==> config.mk <==
export PLATFORM = sky130hd
export DESIGN_NAME = pin_reset_seq
export DESIGN_NICKNAME = d
export VERILOG_FILES = /design/src/rtl/rst_seq_pkg.sv /design/src/rtl/rst_pin_sync.sv /design/src/rtl/rst_stretch_cnt.sv /design/src/rtl/rst_cause_reg.sv /design/src/rtl/pin_reset_seq.sv
export SDC_FILE = /design/constraint.sdc
export NUM_CORES = 1
export LEC_CHECK = 0
export BUFFER_PORTS_ARGS = -buffer_cell sky130_fd_sc_hd__buf_2
export CORE_ASPECT_RATIO = 1.1
export CORE_MARGIN = 1
export CORE_UTILIZATION = 35
export DETAILED_ROUTE_END_ITERATION = 12
export PLACE_DENSITY = 0.57
export REMOVE_ABC_BUFFERS = 1
export SYNTH_ARGS = -nofsm -noshare
export SYNTH_HDL_FRONTEND = slang
export SYNTH_SLANG_ARGS = --single-unit
==> constraint.sdc <==
create_clock -name clk -period 1.9 [get_ports clk]
set_input_delay 0.19 -clock clk [delete_from_list [all_inputs] [get_ports clk]]
set_output_delay 0.19 -clock clk [all_outputs]
set_load 0.02 [all_outputs]
==> src/rtl/rst_seq_pkg.sv <==
package rst_seq_pkg;
   localparam int CAUSE_W = 3;
   localparam logic [CAUSE_W-1:0] CAUSE_NONE   = 3'd0;
   localparam logic [CAUSE_W-1:0] CAUSE_BACKUP = 3'd1;
   localparam logic [CAUSE_W-1:0] CAUSE_PIN    = 3'd4;

   typedef enum logic [1:0] {
      ST_IDLE  = 2'd0,
      ST_HOLD  = 2'd1,
      ST_START = 2'd2
   } seq_state_e;
endpackage

==> src/rtl/rst_pin_sync.sv <==
module rst_pin_sync #(
   parameter int STAGES = 2
) (
   input  logic clk,
   input  logic rst_n,
   input  logic pin_async,
   output logic pin_sync
);
   if (STAGES < 2) begin : g_bad_stages
      $error("rst_pin_sync: STAGES must be at least 2");
   end

   logic [STAGES-1:0] chain_q;

   for (genvar i = 0; i < STAGES; i++) begin : g_stage
      if (i == 0) begin : g_first
         always_ff @(posedge clk or negedge rst_n) begin
            if (!rst_n) chain_q[0] <= 1'b1;
            else        chain_q[0] <= pin_async;
         end
      end else begin : g_next
         always_ff @(posedge clk or negedge rst_n) begin
            if (!rst_n) chain_q[i] <= 1'b1;
            else        chain_q[i] <= chain_q[i-1];
         end
      end
   end

   assign pin_sync = chain_q[STAGES-1];
endmodule

==> src/rtl/rst_stretch_cnt.sv <==
module rst_stretch_cnt #(
   parameter int LEN_W = 4
) (
   input  logic             clk,
   input  logic             rst_n,
   input  logic             load,
   input  logic [LEN_W-1:0] len,
   output logic             busy
);
   if (LEN_W < 1 || LEN_W > 5) begin : g_bad_len
      $error("rst_stretch_cnt: LEN_W must lie in 1..5");
   end

   localparam int CNT_W = (1 << LEN_W) + 1;

   logic [CNT_W-1:0] cnt_q;
   logic [LEN_W:0]   shift_amt;

   assign shift_amt = {1'b0, len} + 1'b1;

   always_ff @(posedge clk or negedge rst_n) begin
      if (!rst_n)      cnt_q <= '0;
      else if (load)   cnt_q <= CNT_W'(1) << shift_amt;
      else if (busy)   cnt_q <= cnt_q - 1'b1;
   end

   assign busy = |cnt_q;
endmodule

==> src/rtl/rst_cause_reg.sv <==
module rst_cause_reg
   import rst_seq_pkg::*;
(
   input  logic               clk,
   input  logic               rst_n,
   input  logic               set_pin,
   input  logic               set_backup,
   output logic [CAUSE_W-1:0] cause
);
   always_ff @(posedge clk or negedge rst_n) begin
      if (!rst_n)          cause <= CAUSE_NONE;
      else if (set_backup) cause <= CAUSE_BACKUP;
      else if (set_pin)    cause <= CAUSE_PIN;
   end
endmodule

==> src/rtl/pin_reset_seq.sv <==
module pin_reset_seq
   import rst_seq_pkg::*;
#(
   parameter int SYNC_STAGES    = 2,
   parameter int STARTUP_CYCLES = 3,
   parameter int LEN_W          = 4
) (
   input  logic               clk,
   input  logic               por_n,
   input  logic               pin_n_raw,
   input  logic               usr_rst_en,
   input  logic [LEN_W-1:0]   ext_len,
   input  logic               bkup_req,
   output logic               proc_rst,
   output logic               periph_rst,
   output logic               pin_pull_low,
   output logic               proc_clk_en,
   output logic [CAUSE_W-1:0] rst_cause
);
   if (STARTUP_CYCLES < 2) begin : g_bad_startup
      $error("pin_reset_seq: STARTUP_CYCLES must be at least 2");
   end

   localparam int SU_W = $clog2(STARTUP_CYCLES);
   localparam logic [SU_W-1:0] SU_LAST = SU_W'(STARTUP_CYCLES - 1);

   seq_state_e      st_q, st_d;
   logic [SU_W-1:0] su_q, su_d;
   logic            pin_s;
   logic            stretch_busy;
   logic            load_stretch;
   logic            release_now;

   rst_pin_sync #(.STAGES(SYNC_STAGES)) u_sync (
      .clk       (clk),
      .rst_n     (por_n),
      .pin_async (pin_n_raw),
      .pin_sync  (pin_s)
   );

   rst_stretch_cnt #(.LEN_W(LEN_W)) u_stretch (
      .clk   (clk),
      .rst_n (por_n),
      .load  (load_stretch),
      .len   (ext_len),
      .busy  (stretch_busy)
   );

   rst_cause_reg u_cause (
      .clk        (clk),
      .rst_n      (por_n),
      .set_pin    (release_now),
      .set_backup (bkup_req),
      .cause      (rst_cause)
   );

   always_comb begin
      st_d         = st_q;
      su_d         = su_q;
      load_stretch = 1'b0;
      release_now  = 1'b0;
      unique case (st_q)
         ST_IDLE: begin
            if (usr_rst_en && !pin_s) begin
               st_d         = ST_HOLD;
               load_stretch = 1'b1;
            end
         end
         ST_HOLD: begin
            if (!stretch_busy && pin_s) begin
               st_d = ST_START;
               su_d = '0;
            end
         end
         ST_START: begin
            if (su_q == SU_LAST) begin
               st_d        = ST_IDLE;
               release_now = 1'b1;
            end else begin
               su_d = su_q + 1'b1;
            end
         end
         default: st_d = ST_IDLE;
      endcase
   end

   always_ff @(posedge clk or negedge por_n) begin
      if (!por_n) begin
         st_q <= ST_IDLE;
         su_q <= '0;
      end else begin
         st_q <= st_d;
         su_q <= su_d;
      end
   end

   assign proc_rst     = (st_q != ST_IDLE);
   assign periph_rst   = (st_q != ST_IDLE);
   assign proc_clk_en  = (st_q != ST_HOLD);
   assign pin_pull_low = (st_q == ST_HOLD) && stretch_busy;
endmodule

== Yosys cells after proc, flatten, opt, wreduce, memory -nomap -nowiden ==
Cells that the tools add are included.
Operators by class
  equality and inequality tests: 8
  muxes and demuxes: 15
  $add $sub $neg: 3
  reduce and logical (&&, ||, !) cells: 13
  shifts and indexed selects: 1
Operators by type and width (count)
  17-bit two-way mux: 2
  17-bit OR reduction: 1
  1-bit by 5-bit left shift with 17-bit output, first input constant: 1
  17-bit by 1-bit subtractor with 17-bit output, second input constant: 1
  2-bit two-way mux: 5
  2-bit != test, second input constant: 4
  2-bit nonzero test: 4
  3-bit two-way mux: 2
  2-bit case mux with 3 select lines: 1
  3-bit AND reduction: 2
  4-bit by 1-bit adder with 5-bit output, second input constant: 1
  2-bit == test, second input constant: 2
  1-bit two-way mux: 4
  2-bit case mux with 2 select lines: 1
  1-bit logical AND: 3
  2-bit by 1-bit adder with 2-bit output, second input constant: 1
  2-bit by 1-bit == test with 1-bit output, second input constant: 1
  1-bit zero test: 2
  2-bit zero test: 1
  2-bit by 1-bit != test with 1-bit output, second input constant: 1
Word-level totals
  output and inout port bits: 7
  logic and storage cells: 46
  flip-flop bits (word level): 26

== Longest topological paths before layout ==
  depth in word-level cells: 5
  gate-level depth with buffers: 7

== Modules after synthesis ==
Synthesis repeated with hierarchy kept, for this count alone.
Unflattened totals
  cell total of the unflattened synthesis: 149
  area, all modules: 1421.4 sq um
By module, submodules not included
  rst_stretch_cnt: seq. area each 425.4 sq um, area an instance 1049.8 sq um, instances 1, cells each 110
  pin_reset_seq: seq. area each 100.1 sq um, area an instance 239.0 sq um, instances 1, cells each 29
  rst_cause_reg: seq. area each 50.0 sq um, area an instance 80.1 sq um, instances 1, cells each 8
  rst_pin_sync: seq. area each 52.6 sq um, area an instance 52.6 sq um, instances 1, cells each 2

== Worst setup path after synthesis ==
OpenSTA, ideal clock, no wires.
  kind: register to output
  from: reg u_stretch.cnt_q[0]
  to: out pin_pull_low
  buffers on the path: 0
  slack: 0.239 ns
  arrival: 1.471 ns
  cell stages (with the launch flop): 7
  data required time: 1.710 ns
  cell sequence: dfrtp_1 inv_1 ha_1 nor2b_1 nand4b_1 nor3_2 nor2_1
On the way
  word-level cells in the longest chain between the ends: 2
RTL lines
  start, declared: RTL line rst_stretch_cnt.sv:16  | logic [CNT_W-1:0] cnt_q;
  start signal, assigned: RTL line rst_stretch_cnt.sv:23  | else if (load) cnt_q <= CNT_W'(1) << shift_amt;
  start signal, assigned: RTL line rst_stretch_cnt.sv:24  | else if (busy) cnt_q <= cnt_q - 1'b1;
  17-bit OR reduction: RTL line rst_stretch_cnt.sv:27  | assign busy = |cnt_q;
  1-bit logical AND: RTL line pin_reset_seq.sv:100  | assign pin_pull_low = (st_q == ST_HOLD) && stretch_busy;
  end, declared: RTL line pin_reset_seq.sv:16  | output logic pin_pull_low,
Every way passes these cells.

== Worst setup path after layout ==
  from: reg u_stretch.cnt_q[14]
  to: out pin_pull_low
The elaborated chain is that of the path after synthesis.

==> flow_summary.json <==
{
  "cp_max_fo": 4,
  "syn_area_um2": 1440,
  "synth-edff-count": 0,
  "hold_viol_final": 0,
  "dr.pass1.iters": 4,
  "yosys.area.top_type": "dfrtp_1",
  "area_delta_synth_final_pct": 22.4,
  "fillerInstances": 408,
  "root_buffer": "clkbuf_8",
  "combPwrFrac_pct": 39.8,
  "antenna_found_initial": 0,
  "die_w_um": 63.1,
  "p_switching_uw": 783,
  "finClkSkew_ns": 0.00110,
  "synthTopCellsByCount": "23 x dfrtp_1, 16 x nor2_1, 14 x a21oi_1",
  "slowest_stage": "or4_4",
  "critPathRequiredTime_ns": 1.71,
  "rsz0062_at_grt": "yes",
  "cp.arrival_ns": 1.70,
  "grt_start_max_net_pins": 26,
  "p_int_uw": 1280,
  "worstSetupPathType": "flip-flop to primary output",
  "core_area_um2": 3960,
  "overflow": 0,
  "insertion_delay_ns": 0.27,
  "layout-drive-gt1-share_pct": 28.8,
  "dieArea_um2": 4370,
  "ys.flop_type": "dfrtp_1",
  "synthCells": 152,
  "drcViolationCount": 0,
  "status": "finished, final reports clean",
  "cap_viol_max_count": 0,
  "htree_levels": 1,
  "startpoint_type": "flip-flop",
  "synthArstFlopShare_pct": 100,
  "synth_most_common_cell": "dfrtp_1",
  "wl_mm": 3.29,
  "drt_iter0_drc": 60,
  "ys_seq_area_share_pct": 43.7,
  "yosysUniqueCellTypes": 40,
  "cts_buffers": 3,
  "min_period_over_period_pct": 99.2,
  "p_sw_share_pct": 37.9,
  "io_buffers": 14,
  "num_rows": 24,
  "max_stage_delay_ns": 0.59,
  "fp.dieH_um": 69.2,
  "path_cells": "or4_4 -> nor3_4 -> nor2_1 -> buf_2",
  "fin_nets": 196,
  "start_util_pct": 36.3,
  "fin_area_um2": 1760,
  "syn_area_per_cell_um2": 9.46,
  "vias": 1252,
  "fin_cells": 236,
  "ys_seq_elements": 25,
  "grt_pass1_wl_mm": 5.69,
  "ir_worst_vdd_mv": 0.576,
  "dp_hpwl_mm": 2.39,
  "via_per_inst": 5.31,
  "ant_nets": 0,
  "p_leak_uw": 0.000723,
  "yosysWarnings": 0,
  "wl_per_cell_um": 14.0,
  "synth_area_leaders": "dfrtp_1 40%, a21oi_1 4.9%, nand3_1 4.2%",
  "place_inst": 219,
  "hp-class": "input pin to flip-flop",
  "timing.slew.headroom_pct": 61.6,
  "setup-violations-final": 0,
  "worstSetupEndpointType": "primary output",
  "antenna_cells": 0,
  "grt_util_all_layers_pct": 16.4,
  "tritoncts": "done",
  "cts_sinks": 25,
  "tightestPinTransition_ns": 0.576,
  "dpl_cell_area_um2": 1580,
  "pwr-share-clk_pct": 15.2,
  "p_per_area_nw_per_um2": 1170,
  "clockBufferDepth": 2,
  "drv_slew": 0,
  "share_seq_of_total_power_pct": 45.0,
  "synth_top_cell_area_share_pct": 40.0,
  "fmax_ghz": 0.530,
  "period_minus_slack_ns": 1.89,
  "clk_pin_slew_ns": 0.09,
  "total_power_uw": 2060,
  "grt_pass1_vias": 1226,
  "io-pin-count": 16,
  "place_congestion": 0.905
}
[power by group through the flow]
stage	logic (µW)	clock network, µW	registers [µW]
floorplan	495	0	892
detailed placement	639	0	937
CTS	736	331	930
global placement	632	0	925
finish	822	314	929
global route	908	353	948
[timing repair]
action	in CTS	in global routing
endpoints found under the setup margin	2	10
resized for setup	4	4
hold buffers	1	0
hold endpoints to repair	23	0
setup buffers	7	5
pin swaps	3	6
[critical path: cells and delay by family (launching register included)]
family,cells,cell delay (ns)
flops,1,0.42
simple gates,3,0.86
buf+inv,1,0.15
[sequential cells by signal, indices dropped and copies added, names as in the netlist]
name / flops
u_sync.pin_sync: 1
u_cause.cause: 2
su_q: 2
u_sync.chain_q: 1
u_stretch.cnt_q: 17
st_q: 2
[final cells by class]
| class | instances | area (µm²) | area share [%] |
|---|---|---|---|
| clock buffers | 3 | 41.3 | 2.35 |
| multi-input cells | 118 | 787 | 44.7 |
| flip-flops and latches | 25 | 631 | 35.8 |
| repair buffers | 33 | 215 | 12.2 |
| inverters | 4 | 15.0 | 0.853 |
| clock inverters | 1 | 5.00 | 0.284 |
| well taps | 52 | 65.1 | 3.70 |
[path summary, 6_finish.rpt]
check | slack, ns | end | cells after the start | startpoint
min in group asynchronous | 0.45 | su_q[1] | 2 | por_n
hold / removal | 0.02 | u_sync.chain_q[0] | 1 | pin_n_raw
setup / recovery | 0.01 | pin_pull_low | 4 | u_stretch.cnt_q[14]
hold reg to reg | 0.37 | u_sync.pin_sync | 0 | u_sync.chain_q[0]
max in group asynchronous | 1.04 | u_stretch.cnt_q[7] | 2 | por_n
setup reg to reg | 0.06 | u_stretch.cnt_q[2] | 7 | u_stretch.cnt_q[12]
[cell families (layout without fill, tap and decap cells)]
logic type / Yosys count / count (layout) / synth area share, %
and+or+nand+nor: 70 / 70 / 30.4
AOI/OAI and AO/OA: 34 / 34 / 13.6
DFF: 25 / 25 / 43.7
xor gates and xnor gates: 10 / 10 / 6.09
buffers and inverters: 9 / 41 / 3.57
adders and majority gates: 2 / 2 / 1.74
other: 1 / 1 / 0.261
muxes: 1 / 1 / 0.696
[per-stage QoR]
| step | utilization (%) | hold WS, ns | setup TNS (ns) | worst slack, ns |
|---|---|---|---|---|
| finish | 44.4 | 0.0177 | 0 | 0.0143 |
| global route | 44.4 | 0.00407 | -0.113 | -0.107 |
| global placement | 39.9 | 0.218 | 0 | 0.0931 |
| detailed placement | 39.9 | 0.216 | 0 | 0.0193 |
| CTS | 42.9 | 0.0114 | 0 | 0.000651 |
| floorplan | - | -0.106 | 0 | 0.215 |
[placed cells by master (no fill, tap or decap), types with 2 or more instances in the layout]
| cell type | n |
|---|---|
| a21oi_1 | 14 |
| a31oi_1 | 3 |
| buf_2 | 14 |
| buf_4 | 18 |
| clkbuf_8 | 3 |
| dfrtp_1 | 21 |
| dfrtp_2 | 2 |
| dfstp_2 | 2 |
| inv_1 | 4 |
| nand2_1 | 6 |
| nand2b_1 | 2 |
| nand3_1 | 12 |
| nand3b_1 | 3 |
| nand4_1 | 7 |
| nor2_1 | 16 |
| nor2b_1 | 6 |
| nor3_1 | 3 |
| nor4_4 | 2 |
| o21ai_0 | 7 |
| o21ai_1 | 5 |
| xnor2_1 | 4 |
| xor2_1 | 6 |
[routing by layer]
metal	global-route usage (%)	wire length [µm]	up-vias	part of all wire, %
met5	0	0	-	0
met1	22.0	1520	600	46
met2	26.6	1610	37	49
met3	4.11	143	4	4.3
li1	-	-	611	-
met4	3.10	25	0	0.76
Power figures use the tool's default switching activity.
